$ cat config.mk
export PLATFORM = sky130hd
export DESIGN_NAME = bl_seq_top
export DESIGN_NICKNAME = d
export VERILOG_FILES = /design/src/rtl/bl_seq_pkg.sv /design/src/rtl/bl_seq_fsm.sv /design/src/rtl/bl_seq_pwm.sv /design/src/rtl/bl_seq_lamp.sv /design/src/rtl/bl_seq_top.sv
export SDC_FILE = /design/constraint.sdc
export NUM_CORES = 1
export LEC_CHECK = 0
export BUFFER_PORTS_ARGS = -buffer_cell sky130_fd_sc_hd__buf_2
export CAP_MARGIN = 40
export CORE_ASPECT_RATIO = 1.4
export CORE_UTILIZATION = 65
export DETAILED_ROUTE_END_ITERATION = 8
export PLACE_DENSITY = 0.93
export REMOVE_ABC_BUFFERS = 1
export SETUP_SLACK_MARGIN = 0.05
export SLEW_MARGIN = 5
export SYNTH_ARGS = -nofsm -noshare
export SYNTH_HDL_FRONTEND = slang
export SYNTH_SLANG_ARGS = --single-unit
export TNS_END_PERCENT = 30
$ cat constraint.sdc
create_clock -name clk -period 8.36 [get_ports clk]
set_input_delay 0.418 -clock clk [delete_from_list [all_inputs] [get_ports clk]]
set_output_delay 0.418 -clock clk [all_outputs]
set_load 0.1 [all_outputs]
$ cat src/rtl/bl_seq_pkg.sv
package bl_seq_pkg;

    typedef enum logic [2:0] {
        ST_OFF,
        ST_SUP,
        ST_DIM,
        ST_ON,
        ST_DN_BL,
        ST_DN_DIM
    } seq_state_t;

    typedef struct packed {
        logic sup;
        logic dim;
        logic bl;
    } seq_out_t;

    function automatic seq_out_t seq_decode(seq_state_t s);
        seq_out_t o;
        o.sup = (s != ST_OFF);
        o.dim = (s == ST_DIM) || (s == ST_ON) || (s == ST_DN_BL);
        o.bl  = (s == ST_ON);
        return o;
    endfunction

    function automatic logic [7:0] duty_floor(logic [7:0] d, logic [7:0] lo);
        return (d < lo) ? lo : d;
    endfunction

endpackage

$ cat src/rtl/bl_seq_fsm.sv
module bl_seq_fsm
    import bl_seq_pkg::*;
#(
    parameter int T_SUP     = 20,
    parameter int T_DIM     = 500,
    parameter int T_BL_OFF  = 250,
    parameter int T_DIM_OFF = 1
) (
    input  logic       clk,
    input  logic       rst,
    input  logic       req_i,
    input  logic       fault_i,
    input  logic       tick_i,
    output seq_state_t state_o
);
    localparam int MAX_A = (T_SUP > T_DIM) ? T_SUP : T_DIM;
    localparam int MAX_B = (T_BL_OFF > T_DIM_OFF) ? T_BL_OFF : T_DIM_OFF;
    localparam int MAXT  = (MAX_A > MAX_B) ? MAX_A : MAX_B;
    localparam int TW    = $clog2(MAXT + 1) + 1;

    seq_state_t    state, nxt;
    logic [TW-1:0] tmr, lim;
    logic          expire, stop;

    always_comb begin
        case (state)
            ST_SUP:    lim = TW'(T_SUP);
            ST_DIM:    lim = TW'(T_DIM);
            ST_DN_BL:  lim = TW'(T_BL_OFF);
            ST_DN_DIM: lim = TW'(T_DIM_OFF);
            default:   lim = '0;
        endcase
    end

    assign expire = tick_i && (tmr == lim);
    assign stop   = !req_i || fault_i;

    always_comb begin
        nxt = state;
        case (state)
            ST_OFF:    if (req_i && !fault_i) nxt = ST_SUP;
            ST_SUP:    if (stop) nxt = ST_DN_DIM; else if (expire) nxt = ST_DIM;
            ST_DIM:    if (stop) nxt = ST_DN_DIM; else if (expire) nxt = ST_ON;
            ST_ON:     if (stop) nxt = ST_DN_BL;
            ST_DN_BL:  if (expire) nxt = ST_DN_DIM;
            ST_DN_DIM: if (expire) nxt = ST_OFF;
            default:   nxt = ST_OFF;
        endcase
    end

    always_ff @(posedge clk) begin
        if (rst) begin
            state <= ST_OFF;
            tmr   <= '0;
        end else begin
            state <= nxt;
            if (nxt != state) tmr <= '0;
            else if (tick_i)  tmr <= tmr + 1'b1;
        end
    end

    assign state_o = state;
endmodule

$ cat src/rtl/bl_seq_pwm.sv
module bl_seq_pwm
    import bl_seq_pkg::*;
#(
    parameter int PERIOD   = 1562500,
    parameter int MIN_DUTY = 26
) (
    input  logic       clk,
    input  logic       rst,
    input  logic       en_i,
    input  logic [7:0] duty_i,
    output logic       pwm_o
);
    localparam int CW = $clog2(PERIOD);
    localparam int PW = CW + 9;

    logic [CW-1:0] cnt;
    logic [CW:0]   high_lat, high_new;
    logic [PW-1:0] prod;
    logic [7:0]    duty_eff;

    assign duty_eff = duty_floor(duty_i, 8'(MIN_DUTY));
    assign prod     = PW'(PERIOD) * PW'(duty_eff);
    assign high_new = prod[CW+8:8];

    always_ff @(posedge clk) begin
        if (rst || !en_i) begin
            cnt      <= '0;
            high_lat <= '0;
            pwm_o    <= 1'b0;
        end else if (cnt == '0) begin
            high_lat <= high_new;
            pwm_o    <= (high_new != '0);
            cnt      <= CW'(1 % PERIOD);
        end else begin
            pwm_o <= ({1'b0, cnt} < high_lat);
            cnt   <= (cnt == CW'(PERIOD - 1)) ? '0 : cnt + 1'b1;
        end
    end
endmodule

$ cat src/rtl/bl_seq_lamp.sv
module bl_seq_lamp #(
    parameter int T_IGN   = 1000,
    parameter int FAULT_N = 16
) (
    input  logic clk,
    input  logic rst,
    input  logic on_i,
    input  logic tick_i,
    input  logic det_i,
    input  logic req_i,
    output logic fault_o
);
    localparam int IW = $clog2(T_IGN + 1);
    localparam int DW = $clog2(FAULT_N + 1);

    logic [IW-1:0] ign_cnt;
    logic [DW-1:0] det_cnt;
    logic          ign_done, clr_pend;

    assign ign_done = (ign_cnt == IW'(T_IGN));

    always_ff @(posedge clk) begin
        if (rst) begin
            ign_cnt  <= '0;
            det_cnt  <= '0;
            fault_o  <= 1'b0;
            clr_pend <= 1'b0;
        end else begin
            if (!on_i) begin
                ign_cnt <= '0;
                det_cnt <= '0;
            end else if (tick_i) begin
                if (!ign_done) ign_cnt <= ign_cnt + 1'b1;
                else if (det_i) det_cnt <= det_cnt + 1'b1;
                else            det_cnt <= '0;
            end
            if (on_i && tick_i && ign_done && det_i && det_cnt == DW'(FAULT_N - 1)) begin
                fault_o  <= 1'b1;
                clr_pend <= 1'b0;
            end else if (fault_o && !req_i) begin
                clr_pend <= 1'b1;
            end else if (clr_pend && req_i) begin
                fault_o  <= 1'b0;
                clr_pend <= 1'b0;
            end
        end
    end
endmodule

$ cat src/rtl/bl_seq_top.sv
module bl_seq_top
    import bl_seq_pkg::*;
#(
    parameter int PERIOD    = 1562500,
    parameter int MIN_DUTY  = 26,
    parameter int T_SUP     = 20,
    parameter int T_DIM     = 500,
    parameter int T_BL_OFF  = 250,
    parameter int T_DIM_OFF = 1,
    parameter int T_IGN     = 1000,
    parameter int FAULT_N   = 16
) (
    input  logic       clk,
    input  logic       rst,
    input  logic       bl_req_i,
    input  logic [7:0] duty_i,
    input  logic       lamp_det_i,
    input  logic       ms_tick_i,
    output logic       sup_en_o,
    output logic       dim_pwm_o,
    output logic       bl_on_o,
    output logic       bl_ready_o,
    output logic       lamp_fault_o
);
    seq_state_t state;
    seq_out_t   outs;
    logic       fault;

    bl_seq_fsm #(
        .T_SUP(T_SUP), .T_DIM(T_DIM), .T_BL_OFF(T_BL_OFF), .T_DIM_OFF(T_DIM_OFF)
    ) u_fsm (
        .clk(clk), .rst(rst), .req_i(bl_req_i), .fault_i(fault),
        .tick_i(ms_tick_i), .state_o(state)
    );

    assign outs = seq_decode(state);

    bl_seq_pwm #(.PERIOD(PERIOD), .MIN_DUTY(MIN_DUTY)) u_pwm (
        .clk(clk), .rst(rst), .en_i(outs.dim), .duty_i(duty_i), .pwm_o(dim_pwm_o)
    );

    bl_seq_lamp #(.T_IGN(T_IGN), .FAULT_N(FAULT_N)) u_lamp (
        .clk(clk), .rst(rst), .on_i(outs.bl), .tick_i(ms_tick_i),
        .det_i(lamp_det_i), .req_i(bl_req_i), .fault_o(fault)
    );

    assign sup_en_o     = outs.sup;
    assign bl_on_o      = outs.bl;
    assign bl_ready_o   = (state == ST_ON);
    assign lamp_fault_o = fault;
endmodule

==> flow_summary_export.csv, run 1 <==
group,metric,value,unit
yosys,yosysSeqAreaShare,23.0,%
floorplanning,rows,42,
finish,area_growth,7.22,%
yosys,yosysMostFrequentCell,"inv_1",
place,globalplace.congestion,0.923,
detailed_routing,antenna_left,0,
timing,min_period_over_period,69.5,%
detailed_routing,drc_errors,0,
floorplanning,die_h,119,um
timing,max_freq,172,MHz
detailed_routing,routed_via_density,5.91,
yosys,synth_ff_type,"dfxtp_1",
yosys,netlist_top_cells_count,"120 x inv_1, 85 x nor2_1, 77 x ha_1",
floorplanning,start_util,67.3,%
global_routing,grt_overflow,0,
global_routing,antenna_found_initial,0,
pwr,ir_drop,0.000177,V
hold_path,hold_path_class,"in2reg",
worst_setup_path,worst-path-buf-inv,6,
worst_setup_path,cp_max_fo,9,
global_routing,grt_pass1_vias,5556,
finish,nets,917,
worst_setup_path,critical-path-top-delay-family,"adder cells",
detailed_routing,drtPass1Iterations,5,
clocking,cts_tree,"built",
timing,grt_setup_unrepaired,"false",
yosys,ys_ff_latch,73,
timing,setup_viol,0,
yosys,netlist_instances,782,
yosys,synth-edff-count,0,
detailed_routing,wirelength,14.4,mm
yosys,avgSynthCellArea,8.14,um2
global_routing,groute.usage.overall,30.1,%
yosys,yosys_warnings,0,
timing,finalHoldViolCount,0,
yosys,synth.largest_area_cell,"dfxtp_1",
clocking,ctsResizeCount,0,
worst_setup_path,setup.worst_path.end_class,"flop",
global_routing,grt_max_degree,26,
clocking,clockBufferDepth,2,
worst_setup_path,timing.rr.start,"u_pwm.high_lat[2]$_SDFFE_PP0P_",
clocking,insertion_delay,0.34,ns
worst_setup_path,crit_start,"duty_i[6]",
floorplanning,die-area,10200,um2
timing,tns,0,ns
pwr,p_leak,3.01,nW
finish,layout-drive-gt1-share,5.43,%
worst_setup_path,crit_type,"in2reg",
global_routing,grt_pass1_wl,24.3,mm
place,port_buffers,17,
clocking,cts.sinks,73,
yosys,syn_area,6360,um2
timing,slew_headroom,50.6,%
clocking,cts_hold_buffers,0,
yosys,synthTopCellsByArea,"dfxtp_1 23%, ha_1 15%, fa_1 13%, inv_1 7.1%, nor2_1 5.0%",
yosys,synth-async-reset-ratio,0,%
clocking,post_cts_buffers,0,
timing,finalMaxSlewViolations,0,
worst_setup_path,max_stage_delay,0.69,ns
pwr,pwr_density_cell,319,nW/um2
timing,worstMarginPinSlew,0.740,ns
yosys,netlist.area_leader.share,23.0,%
clocking,clock-root-buffer,"clkbuf_16",
outcome,status,"completed",
hold_path,hold_path.startpoint,"bl_req_i",
floorplanning,chipWidth,85.6,um
finish,n_antenna_cell,0,
clocking,cts_buffers,9,
worst_setup_path,crit_chain,"buf_2 > inv_1 > ha_1 > nand3b_1 > nand2b_1 > fa_1 > inv_1 > fa_1 > inv_1 > fa_1 > inv_1 > fa_1 > inv_1 > ha_1 > and4_1 > and2_0 > a211oi_2 > o31ai_1 > a21oi_1 > xnor2_1 > or3_1 > nor4_2 > a211oi_1",
run,drv_cap,0,
worst_setup_path,cp.arrival,5.99,ns
detailed_routing,wl_per_cell,15.9,um
detailed_routing,dr_total_vias,5335,
clocking,clk_pin_slew_worst_paths,0.06,ns
place,dp_hpwl,11.0,mm
worst_setup_path,startpoint_type,"primary input",
timing,period_needed,5.81,ns
floorplanning,core_area,9460,um2
detailed_routing,drtIter0Drc,410,
clocking,htree_levels,3,
timing,hold_slack,0.291,ns
worst_setup_path,cp_data_required_time,8.54,ns
yosys,synth_cell_types,58,
worst_setup_path,crit_slowest_cell,"fa_1",
worst_setup_path,cpMostUsedCell,"inv_1",
timing,finClkSkew,0.00597,ns
floorplanning,io_pins,18,
through the flow:
step | setup WS [ns] | util [%] | power, mW | instances | instance area [um2]
2_1_floorplan | 2.86 | - | 1.43 | 758 | 6260
3_3_place_gp | 2.53 | 68.6 | 1.65 | 885 | 6490
3_5_place_dp | 2.26 | 68.7 | 1.72 | 886 | 6500
4_1_cts | 2.60 | 72.1 | 2.15 | 902 | 6820
5_1_grt | 2.26 | 72.1 | 2.34 | 902 | 6820
6_report | 2.55 | 72.1 | 2.18 | 902 | 6820
registers in the layout, summed over array words and instances, names as in the netlist:
name / flops
u_fsm.state_o: 3
u_fsm.tmr: 10
u_lamp.clr_pend: 1
u_lamp.det_cnt: 5
u_lamp.fault_o: 1
u_lamp.ign_cnt: 10
u_pwm.cnt: 21
u_pwm.high_lat: 21
u_pwm.pwm_o: 1
power breakdown:
part           switching, mW  total [mW]  internal (mW)
registers             0.0150       0.378          0.363
logic                  0.834        1.39          0.555
clock network          0.150       0.411          0.261
cells by family (layout without fill, tap and decap cells):
kind of cell	Yosys count	after routing	share of synthesized area, %
buffers and inverters	144	154	8.65
AND/OR/NAND/NOR	270	270	20.7
AO/OA/AOI/OAI	120	120	11.9
flip-flops	73	73	23.0
multiplexers	3	3	0.472
adder cells (fa/ha/maj)	118	118	27.9
XOR/XNOR	54	54	7.43
cells in the final DEF, fill, tap and decap left out, types with 3 or more instances in the layout:
cell / count
o31ai_1: 5
nand3b_1: 3
or3_1: 9
xor2_1: 34
nor3_1: 7
nand2b_1: 8
fa_1: 40
inv_1: 120
nand4_1: 16
nor4_1: 10
o21a_1: 7
a211oi_1: 7
and2_1: 8
o21bai_1: 4
buf_2: 17
nor2b_1: 8
dfxtp_1: 73
o21ai_0: 17
and4_1: 3
nand2_1: 67
a21oi_1: 50
nor2_1: 85
and3_1: 8
nor3b_1: 3
clkbuf_16: 9
o211ai_1: 4
a31oi_1: 5
ha_1: 77
a21o_1: 5
mux2i_1: 3
xnor2_1: 20
nand3_1: 22
per-layer routing:
| metal | track usage, % | vias up | share of wire [%] |
|---|---|---|---|
| li1 | - | 2594 | - |
| met1 | 31.2 | 2530 | 38 |
| met2 | 55.5 | 148 | 54 |
| met3 | 5.06 | 63 | 3.1 |
| met4 | 18.3 | 0 | 5.0 |
| met5 | 0 | - | 0 |
cell type report:
| cell class | count | area, um2 |
|---|---|---|
| well taps | 110 | 138 |
| repair buffers | 18 | 96.3 |
| multi-input cells | 565 | 4360 |
| fillers | 663 | 2640 |
| clock inverters | 7 | 95.1 |
| inverters | 120 | 450 |
| flip-flops and latches | 73 | 1460 |
| clock buffers | 9 | 225 |
worst register-to-register path, delay by kind of cell (launching register included):
family,cells,cell delay [ns]
flip-flops,1,0.35
adder cells (fa/ha/maj),1,0.31
buffers and inverters,1,0.05
AO/OA/AOI/OAI,6,0.99
AND/OR/NAND/NOR,3,0.86
final timing paths:
check	endpoint	slack (ns)	cells past startpoint
worst max-delay path	u_pwm.pwm_o$_SDFF_PP0_	2.55	23
worst max register to register	u_pwm.pwm_o$_SDFF_PP0_	5.64	11
worst min register to register	u_pwm.high_lat[15]$_SDFFE_PP0P_	0.46	2
worst min-delay path	u_lamp.clr_pend$_SDFFE_PP0P_	0.29	2
No activity file was read; power rests on OpenSTA's default activity.
==> run 2: changes to the inputs <==
Settings changed: CORE_UTILIZATION 65 to 64, PLACE_DENSITY 0.93 to 0.92.
Clock period 8.36 ns to 5.4 ns, I/O delays scaled along.
==> run 2 against run 1 <==
Against the previous run: clock power grew 28%; final area grew 5.0%; sequential power grew 55%; register-to-register slack lost 2.8 ns; global-route usage grew 0.41 points; total power grew 67%; core utilization grew 2.8 points; via count grew 5.5%; worst setup slack lost 2.5 ns; final cell count grew 6.1%; worst hold slack lost 0.13 ns.
==> flow_summary_export.csv, run 2 (synthesized netlist as in run 1, its figures left out) <==
group,metric,value,unit
timing,worst_slack,0.0468,ns
run,drv_cap,0,
timing,worstMarginPinSlew,0.737,ns
timing,setup_viol,0,
timing,finalHoldViolCount,0,
floorplanning,die_h,120,um
detailed_routing,antenna_left,0,
timing,period_needed,5.35,ns
hold_path,hold_path_class,"in2reg",
pwr,pwr_density_cell,507,nW/um2
timing,slew_headroom,50.8,%
detailed_routing,routed_via_density,5.88,
detailed_routing,wl_per_cell,15.9,um
clocking,insertion_delay,0.33,ns
floorplanning,core_area,9560,um2
detailed_routing,wirelength,15.2,mm
timing,grt_setup_unrepaired,"true",
detailed_routing,drtIter0Drc,327,
finish,final_core_util,74.9,%
worst_setup_path,setup.worst_path.end_class,"flop",
clocking,clk_pin_slew_worst_paths,0.05,ns
floorplanning,rows,42,
finish,reg.largest.list,"u_pwm.cnt (21), u_pwm.high_lat (21)",
timing,finClkSkew,0.00372,ns
detailed_routing,drtPass1Iterations,5,
timing,finalMaxSlewViolations,0,
pwr,p_leak,3.15,nW
finish,layout-drive-gt1-share,11.4,%
timing,min_period_over_period,99.1,%
worst_setup_path,cp.arrival,5.53,ns
finish,final_common_cell,"inv_1",
global_routing,grt_max_degree,26,
global_routing,antenna_found_initial,0,
finish,instances_no_fill,957,
pwr,ir_drop,0.000325,V
place,port_buffers,17,
outcome,status,"completed",
hold_path,hold_path_depth,2,
clocking,clockBufferDepth,2,
place,place_inst,936,
finish,area_growth,12.6,%
finish,n_antenna_cell,0,
pwr,power,3.64,mW
timing,max_freq,187,MHz
global_routing,grt_pass1_vias,5740,
detailed_routing,dr_total_vias,5629,
worst_setup_path,cp_max_fo,5,
worst_setup_path,r2r_cells,9,
worst_setup_path,cp_data_required_time,5.58,ns
floorplanning,chipWidth,86.3,um
worst_setup_path,crit_type,"in2reg",
worst_setup_path,rrSetupSlack,2.79,ns
floorplanning,io_pins,18,
global_routing,grt_overflow,0,
detailed_routing,drc_errors,0,
clocking,cts_hold_buffers,0,
clocking,htree_levels,3,
clocking,clock-root-buffer,"clkbuf_16",
floorplanning,die-area,10400,um2
global_routing,grt_pass1_wl,24.8,mm
clocking,cts_buffers,9,
clocking,cts.sinks,73,
worst_setup_path,startpoint_type,"primary input",
place,dp_hpwl,11.6,mm
clocking,cts_tree,"built",
floorplanning,start_util,66.5,%
finish,nets,951,
global_routing,groute.usage.overall,30.5,%
place,place_ws,-0.275,ns
place,globalplace.congestion,1.04,
finish,final_cell_mix,"113 x inv_1, 85 x nor2_1, 73 x dfxtp_1, 71 x ha_1, 67 x nand2_1",
run 2: what timing repair did:
item,4_1_cts,5_1_grt
gates resized for setup,0,28
setup buffers,0,7
setup endpoints to repair,0,2
run 2: metrics by stage:
stage	cell area (um2)	hold slack (ns)	TNS, ns
after floorplan	6260	0.342	0
after global placement	6730	0.441	-0.0241
after detailed placement	6740	0.445	-0.298
after CTS	7000	0.150	0
after global routing	7170	0.159	-0.123
final	7170	0.157	0
run 2: final cells by class:
| cell class | count | area (um2) |
|---|---|---|
| multi-input cells | 565 | 4470 |
| fillers | 683 | 2400 |
| flip-flops and latches | 73 | 1460 |
| inverters | 120 | 450 |
| repair buffers | 52 | 359 |
| clock buffers | 15 | 258 |
| well taps | 132 | 165 |
run 2: final timing paths:
kind | from | endpoint
min reg2reg | u_pwm.high_lat[7]$_SDFFE_PP0P_ | u_pwm.high_lat[7]$_SDFFE_PP0P_
max | duty_i[2] | u_pwm.pwm_o$_SDFF_PP0_
max reg2reg | u_fsm.state_o[2]$_SDFF_PP0_ | u_fsm.tmr[2]$_SDFFE_PP0P_
min | bl_req_i | u_lamp.clr_pend$_SDFFE_PP0P_
run 2: power by group:
group	internal [mW]	switching, mW	leakage [nW]
sequential	0.562	0.0237	0.589
clock	0.322	0.205	0.124
combinational	1.12	1.41	2.44
run 2: critical path, cell delays in order:
cell	delay (ns)
buf_2	0.11
o211ai_1	0.20
nand3b_1	0.22
and2_4	0.22
fa_2	0.50
buf_6	0.14
fa_2	0.56
inv_2	0.04
fa_2	0.53
inv_2	0.04
fa_1	0.44
ha_2	0.20
a2111o_1	0.43
or2_1	0.24
a211oi_2	0.15
buf_4	0.18
o31ai_4	0.07
a21oi_2	0.22
xnor2_2	0.10
or3_1	0.36
nor4_2	0.24
a211oi_1	0.07
run 2: routing by layer:
layer / GRT usage (%) / share of wire [%] / routed length (um) / up-vias
met3: 4.33 / 3.1 / 468 / 79
met4: 20.0 / 6.3 / 953 / 0
met5: 0 / 0 / 0 / -
met1: 29.5 / 36 / 5500 / 2702
met2: 58.3 / 55 / 8310 / 183
li1: - / - / - / 2665
